`src/rtl/uart_tx_pkg.sv`:
```
package uart_tx_pkg;

  // Status write bit positions (decoded by the flag logic)
  localparam int unsigned STAT_DRE_BIT = 0;
  localparam int unsigned STAT_TXC_BIT = 1;
  localparam int unsigned STAT_W       = 2;

  typedef struct packed {
    logic par_en;
    logic par_odd;
    logic two_stop;
  } frame_cfg_t;

endpackage

```
`src/rtl/uart_tx_holdreg.sv`:
```
module uart_tx_holdreg #(
  parameter int unsigned DATA_W = 8
) (
  input  logic              clk,
  input  logic              rst_n,
  input  logic              wr_i,
  input  logic [DATA_W-1:0] wdata_i,
  input  logic              take_i,
  output logic              full_o,
  output logic [DATA_W-1:0] data_o
);

  logic              full_q, full_d;
  logic [DATA_W-1:0] data_q, data_d;
  logic              accept;

  always_comb begin
    accept = wr_i & ~full_q;
    full_d = (full_q & ~take_i) | accept;
    data_d = data_q;
    if (accept) data_d = wdata_i;
  end

  always_ff @(posedge clk or negedge rst_n) begin
    if (!rst_n) begin
      full_q <= 1'b0;
      data_q <= '0;
    end else begin
      full_q <= full_d;
      if (accept) data_q <= data_d;
    end
  end

  assign full_o = full_q;
  assign data_o = data_q;

  a_r2_write_fills: assert property (@(posedge clk) disable iff (!rst_n)
    (!full_q && wr_i) |=> full_q);

  a_r3_full_keeps_data: assert property (@(posedge clk) disable iff (!rst_n)
    (full_q && wr_i) |=> (data_q == $past(data_q)));

  a_r2_take_empties: assert property (@(posedge clk) disable iff (!rst_n)
    (full_q && take_i) |=> !full_q);

endmodule

```
`src/rtl/uart_tx_shifter.sv`:
```
module uart_tx_shifter
  import uart_tx_pkg::*;
#(
  parameter int unsigned DATA_W = 8
) (
  input  logic              clk,
  input  logic              rst_n,
  input  logic              tick_i,
  input  frame_cfg_t        cfg_i,
  input  logic              hold_full_i,
  input  logic [DATA_W-1:0] hold_data_i,
  output logic              take_o,
  output logic              end_empty_o,
  output logic              txd_o
);

  localparam int unsigned FW    = DATA_W + 4;
  localparam int unsigned CNT_W = $clog2(FW + 1);

  logic              active_q, active_d;
  logic [FW-1:0]     sh_q, sh_d;
  logic [CNT_W-1:0]  cnt_q, cnt_d;
  logic              txd_q, txd_d;
  logic [FW-1:0]     ld_vec;
  logic [CNT_W-1:0]  ld_len;
  logic              par_bit;
  logic              last_tick;

  // Frame image and length for the waiting character
  always_comb begin
    par_bit = (^hold_data_i) ^ cfg_i.par_odd;
    if (cfg_i.par_en) ld_vec = {2'b11, par_bit, hold_data_i, 1'b0};
    else              ld_vec = {3'b111, hold_data_i, 1'b0};
    ld_len = CNT_W'(DATA_W + 2)
           + {{(CNT_W-1){1'b0}}, cfg_i.par_en}
           + {{(CNT_W-1){1'b0}}, cfg_i.two_stop};
  end

  always_comb begin
    active_d    = active_q;
    sh_d        = sh_q;
    cnt_d       = cnt_q;
    txd_d       = txd_q;
    last_tick   = active_q & tick_i & (cnt_q == '0);
    take_o      = (~active_q & hold_full_i) | (last_tick & hold_full_i);
    end_empty_o = last_tick & ~hold_full_i;
    if (!active_q) begin
      if (hold_full_i) begin
        active_d = 1'b1;
        sh_d     = ld_vec;
        cnt_d    = ld_len;
      end
    end else if (tick_i) begin
      if (cnt_q != '0) begin
        txd_d = sh_q[0];
        sh_d  = {1'b1, sh_q[FW-1:1]};
        cnt_d = cnt_q - 1'b1;
      end else if (hold_full_i) begin
        txd_d = ld_vec[0];
        sh_d  = {1'b1, ld_vec[FW-1:1]};
        cnt_d = ld_len - 1'b1;
      end else begin
        active_d = 1'b0;
      end
    end
  end

  always_ff @(posedge clk or negedge rst_n) begin
    if (!rst_n) begin
      active_q <= 1'b0;
      sh_q     <= '1;
      cnt_q    <= '0;
      txd_q    <= 1'b1;
    end else begin
      active_q <= active_d;
      if (take_o || (active_q && tick_i)) begin
        sh_q  <= sh_d;
        cnt_q <= cnt_d;
        txd_q <= txd_d;
      end
    end
  end

  assign txd_o = txd_q;

  a_r4_idle_line_high: assert property (@(posedge clk) disable iff (!rst_n)
    !active_q |-> txd_q);

  a_r4_no_move_without_tick: assert property (@(posedge clk) disable iff (!rst_n)
    (active_q && !tick_i) |=> $stable(txd_q));

  a_r5_count_down: assert property (@(posedge clk) disable iff (!rst_n)
    (active_q && tick_i && cnt_q != '0) |=> (cnt_q == $past(cnt_q) - 1'b1));

  a_r6_handoff_starts: assert property (@(posedge clk) disable iff (!rst_n)
    (last_tick && hold_full_i) |=> (!txd_q && active_q));

endmodule

```
`src/rtl/uart_tx_flags.sv`:
```
module uart_tx_flags
  import uart_tx_pkg::*;
(
  input  logic              clk,
  input  logic              rst_n,
  input  logic              set_i,
  input  logic              ack_i,
  input  logic              stat_wr_i,
  input  logic [STAT_W-1:0] stat_wdata_i,
  input  logic              dre_i,
  input  logic              dre_ie_i,
  input  logic              txc_ie_i,
  output logic              txc_o,
  output logic              dre_irq_o,
  output logic              txc_irq_o
);

  logic txc_q, txc_d;
  logic clr;

  always_comb begin
    clr   = ack_i | (stat_wr_i & stat_wdata_i[STAT_TXC_BIT]);
    txc_d = txc_q;
    if (set_i)    txc_d = 1'b1;
    else if (clr) txc_d = 1'b0;
  end

  always_ff @(posedge clk or negedge rst_n) begin
    if (!rst_n) txc_q <= 1'b0;
    else        txc_q <= txc_d;
  end

  assign txc_o     = txc_q;
  assign dre_irq_o = dre_i & dre_ie_i;
  assign txc_irq_o = txc_q & txc_ie_i;

  a_r7_set_on_end: assert property (@(posedge clk) disable iff (!rst_n)
    set_i |=> txc_q);

  a_r8_ack_clears: assert property (@(posedge clk) disable iff (!rst_n)
    (ack_i && !set_i) |=> !txc_q);

  a_r8_hold_otherwise: assert property (@(posedge clk) disable iff (!rst_n)
    (!set_i && !clr) |=> (txc_q == $past(txc_q)));

endmodule

```
`src/rtl/uart_tx_core.sv`:
```
module uart_tx_core
  import uart_tx_pkg::*;
#(
  parameter int unsigned DATA_W = 8
) (
  input  logic              clk,
  input  logic              rst_n,
  input  logic              bit_tick_i,
  input  logic              data_wr_i,
  input  logic [DATA_W-1:0] data_i,
  input  logic              par_en_i,
  input  logic              par_odd_i,
  input  logic              two_stop_i,
  input  logic              stat_wr_i,
  input  logic [1:0]        stat_wdata_i,
  input  logic              txc_ack_i,
  input  logic              dre_ie_i,
  input  logic              txc_ie_i,
  output logic              dre_o,
  output logic              txc_o,
  output logic              dre_irq_o,
  output logic              txc_irq_o,
  output logic              txd_o
);

  logic              hold_full;
  logic [DATA_W-1:0] hold_data;
  logic              take;
  logic              end_empty;
  frame_cfg_t        cfg;

  assign cfg   = '{par_en: par_en_i, par_odd: par_odd_i, two_stop: two_stop_i};
  assign dre_o = ~hold_full;

  uart_tx_holdreg #(.DATA_W(DATA_W)) u_hold (
    .clk     (clk),
    .rst_n   (rst_n),
    .wr_i    (data_wr_i),
    .wdata_i (data_i),
    .take_i  (take),
    .full_o  (hold_full),
    .data_o  (hold_data)
  );

  uart_tx_shifter #(.DATA_W(DATA_W)) u_shift (
    .clk         (clk),
    .rst_n       (rst_n),
    .tick_i      (bit_tick_i),
    .cfg_i       (cfg),
    .hold_full_i (hold_full),
    .hold_data_i (hold_data),
    .take_o      (take),
    .end_empty_o (end_empty),
    .txd_o       (txd_o)
  );

  uart_tx_flags u_flags (
    .clk          (clk),
    .rst_n        (rst_n),
    .set_i        (end_empty),
    .ack_i        (txc_ack_i),
    .stat_wr_i    (stat_wr_i),
    .stat_wdata_i (stat_wdata_i),
    .dre_i        (dre_o),
    .dre_ie_i     (dre_ie_i),
    .txc_ie_i     (txc_ie_i),
    .txc_o        (txc_o),
    .dre_irq_o    (dre_irq_o),
    .txc_irq_o    (txc_irq_o)
  );

  a_r9_dre_write_ignored: assert property (@(posedge clk) disable iff (!rst_n)
    (stat_wr_i && stat_wdata_i[STAT_DRE_BIT] && !data_wr_i && !take)
      |=> (dre_o == $past(dre_o)));

  a_r2_empty_after_take: assert property (@(posedge clk) disable iff (!rst_n)
    (take && !data_wr_i) |=> dre_o);

endmodule

```
`config.mk`:
```
export PLATFORM = sky130hd
export DESIGN_NAME = uart_tx_core
export DESIGN_NICKNAME = d
export VERILOG_FILES = /design/src/rtl/uart_tx_pkg.sv /design/src/rtl/uart_tx_holdreg.sv /design/src/rtl/uart_tx_shifter.sv /design/src/rtl/uart_tx_flags.sv /design/src/rtl/uart_tx_core.sv
export SDC_FILE = /design/constraint.sdc
export NUM_CORES = 1
export LEC_CHECK = 0
export ABC_CLOCK_PERIOD_IN_PS = 2500
export CAP_MARGIN = 5
export CORE_ASPECT_RATIO = 1.25
export CORE_UTILIZATION = 45
export CTS_CLUSTER_DIAMETER = 40
export DETAILED_ROUTE_END_ITERATION = 16
export DONT_BUFFER_PORTS = 1
export SYNTH_ARGS = -nofsm -noshare
export SYNTH_HDL_FRONTEND = slang
export SYNTH_HIERARCHICAL = 1
export SYNTH_SLANG_ARGS = --single-unit
```
`constraint.sdc`:
```
create_clock -name clk -period 2.5 [get_ports clk]
set_clock_uncertainty 0.15 [all_clocks]
set_input_delay 0.75 -clock clk [delete_from_list [all_inputs] [get_ports clk]]
set_output_delay 0.75 -clock clk [all_outputs]
set_load 0.03 [all_outputs]
```
==> impl_results.md <==
* Gate Count Post-Synth at 157
* Die Y at ~66 um
* Number of routed nets with antenna violations at 0
* Fin. Hold Viols at 0
* Power Density at 1373 nW/um2
* TNS Setup at 0 ps
* First-pass GRT wire length at 4947 um
* Critical path launch point: u_shift/cnt_q[2]
* Pin slew with the least headroom to its limit at roughly 760 ps
* Switch Pwr at 821.1 uW
* Routability congestion estimate at ~0.80
* Worst setup EP type: flop
* Clock-pin slew of the registers on the worst-case setup and hold paths at about 100 ps
* Worst vdd ir at roughly 640 uV
* TritonCTS Sinks at 26
* Via count at between 1000 and 1500
* Skew-Pair Late Insertion Delay at around 270 ps
* DR iter-0 viols at 30
* Vias in the first global route at between 1000 and 1500
* Worst reg2reg path startpoint: u_shift/cnt_q[2]
* Reg2reg path depth at 7
* Avg WL per Cell at 15.41 um
* Avg Synthesized Cell Area at between 9 and 10 um2
* Dominant cells by area after synthesis: dfrtp_1 25%, dfstp_2 19%, mux2_4 8.1%
* Max-cap violations at 0
* Final setup vio count at 0
* CTS buffer count at 3
* Arr. time, crit path at about 2300 ps
* Synth Flop Type: dfrtp_1
* Crit Path Class: reg -> reg
* Combinational power share at 0.459
* Part of the power in registers at 0.383
* Syn-to-layout area delta at 9.083%
* CP most frequent cell: nor2_1
* Final net count at roughly 190
* Critical path's largest stage delay at 540 ps
* Clk pwr share at 0.158
* GRT Total Usage at 0.1934
* Root Driver: clkbuf_8
* Fin. max-slew vios at 0
* Share of the synthesized area in the top cell type at 0.2523
* Initial Utilization at 0.4700
* Slowest cell on crit path: or4_4
* Ports at 26
* Post CTS Setup Buffer Count at 0
* Mapped Area at between 1000 and 1500 um2
* Core area at roughly 3200 um2
* Vias per cell at between 5 and 6
* Post-synthesis cell type count at 38
* Crit path max fanout at 7
* Remaining routing DRC violations at 0
* Number of synthesized flops with an enable pin at 0
* Number of I/O port buffers at 0
* Width of the die at between 50 and 60 um
* RSZ-0062 raised after global routing: false
* Sequential-to-total area share from yosys stat at 0.4466
* Initial antenna violation count at 0
* Internal Pwr Total at about 1400 uW
* Layout cells sized above 1 at 0.2188
* Grt total ovfl at 0
* Cells along the critical path: or4_4 > nor2_1 > nor2_1 > ha_1 > a32o_1 > a221oi_1 > nor3_1
* Asr flop ratio synth at 1.000
* Row count at 23
* Pleak at ~0.0007 uW
* Min cycle time layout at 2277 ps
* Ys Warns at 6
* Post-synth top area cell: dfrtp_1
* DP Wirelength at approximately 2100 um
* Post-route setup slack at about 220 ps
* Die area at around 3500 um2
* #FFs+latches synth at 26
* CTS H-Tree Depth at 1
* Clk buf depth at 2
* Worst Path Required at ~2500 ps
* Fin crit share at 0.9108
* Pre-CTS WS at between 30 and 40 ps
* Switch share at 0.3684
* Largest net degree at the start of global routing at 27
* Slew headroom at 0.4886
* DRT Wirelength at just over 3000 um
* Post-layout power at about 2200 uW
* CTS tree: yes
* ANT cells at 0
* Highest Clock Rate at around 440 MHz
* Crit path launch type: flop
* Syn nets at between 150 and 200
* Core Util, Final at 0.5126
* Most used standard cell by instance count after synthesis: nand2_1
* Synth cell count leaders: 31 x nand2_1, 17 x a21oi_1, 16 x o21ai_0, 15 x dfrtp_1, 11 x dfstp_2
* Min Hold Slack at 154.9 ps
* Outcome: complete, no violations
* 1st-pass router iterations at 4
* Hold WC Path Type: in -> async
## layout by cell type (no fill, tap or decap), types with 4 or more instances in the layout
cell / n
nand2_1: 31
a21oi_1: 17
o21ai_0: 16
dfrtp_1: 15
dfstp_2: 11
nor2_1: 9
mux2_4: 8
buf_4: 7
nor3_1: 4
xnor2_1: 4
## area by class of cell
| type | instances | area, um2 |
|---|---|---|
| inverter | 3 | 11.26 |
| clock buffer | 3 | 41.29 |
| fill | 292 | 1543 |
| sequential | 26 | 664.4 |
| multi-input combinational | 119 | 767.0 |
| timing repair buffer | 8 | 62.56 |
| tap | 37 | 46.29 |
| clock inverter | 1 | 30.03 |
## worst paths after layout
path | endpoint | slack, ps
max in group asynchronous | u_shift/cnt_q[3] | 880
min | u_shift/sh_q[6] | 150
min reg2reg | u_shift/sh_q[1] | 330
max | u_shift/cnt_q[2] | 220
max reg2reg | u_shift/cnt_q[2] | 220
min in group clk | u_shift/sh_q[1] | 330
## worst max-delay path: cells and delay by family (launching register included)
| kind | cells | cell delay (ps) |
|---|---|---|
| adder cells (fa/ha/maj) | 1 | 240 |
| AO/OA/AOI/OAI | 2 | 510 |
| flip-flops | 1 | 460 |
| AND/OR/NAND/NOR | 4 | 800 |
## power groups by stage
stage / registers [uW] / clock network (uW) / logic, uW
6_report: 854 / 351 / 1020
5_1_grt: 892 / 379 / 1130
4_1_cts: 854 / 361 / 1030
3_5_place_dp: 862 / 0 / 1020
3_3_place_gp: 850 / 0 / 1000
2_1_floorplan: 818 / 0 / 851
## per-stage QoR
stage,instances,instance area [um2]
after floorplan,157,1488
after global routing,197,1623
after detailed placement,192,1541
after CTS,196,1613
final,197,1623
after global placement,192,1541
## layer usage
layer | global-route usage | share of wire | vias up
met5 | 0 | 0 | -
met4 | 0.06908 | 0.0079 | 0
met3 | 0.02989 | 0.036 | 2
met2 | 0.3281 | 0.50 | 24
met1 | 0.2413 | 0.46 | 543
li1 | - | - | 551
## kinds of logic (layout without fill, tap and decap cells)
kind of cell,after synthesis,after routing,share of synthesized area
flip-flops,26,26,0.4466
buffers and inverters,12,15,0.03784
XOR/XNOR,7,7,0.05046
adder cells (fa/ha/maj),3,3,0.02523
AO/OA/AOI/OAI,44,44,0.1707
multiplexers,11,11,0.1018
AND/OR/NAND/NOR,54,54,0.1674
## registers in the layout, summed over array words and instances (netlist names)
register	flops
u_hold/full_o	1
u_shift/txd_o	1
u_shift/cnt_q	4
u_hold/data_o	8
u_shift/active_q	1
u_flags/txc_o	1
u_shift/sh_q	10
## what timing repair did
item | CTS | global route
hold buffers | 0 | 1
gates resized for setup | 0 | 0
endpoints found under the setup margin | 0 | 0
endpoints found under the hold margin | 0 | 15
(Power assumes the default switching activity.)
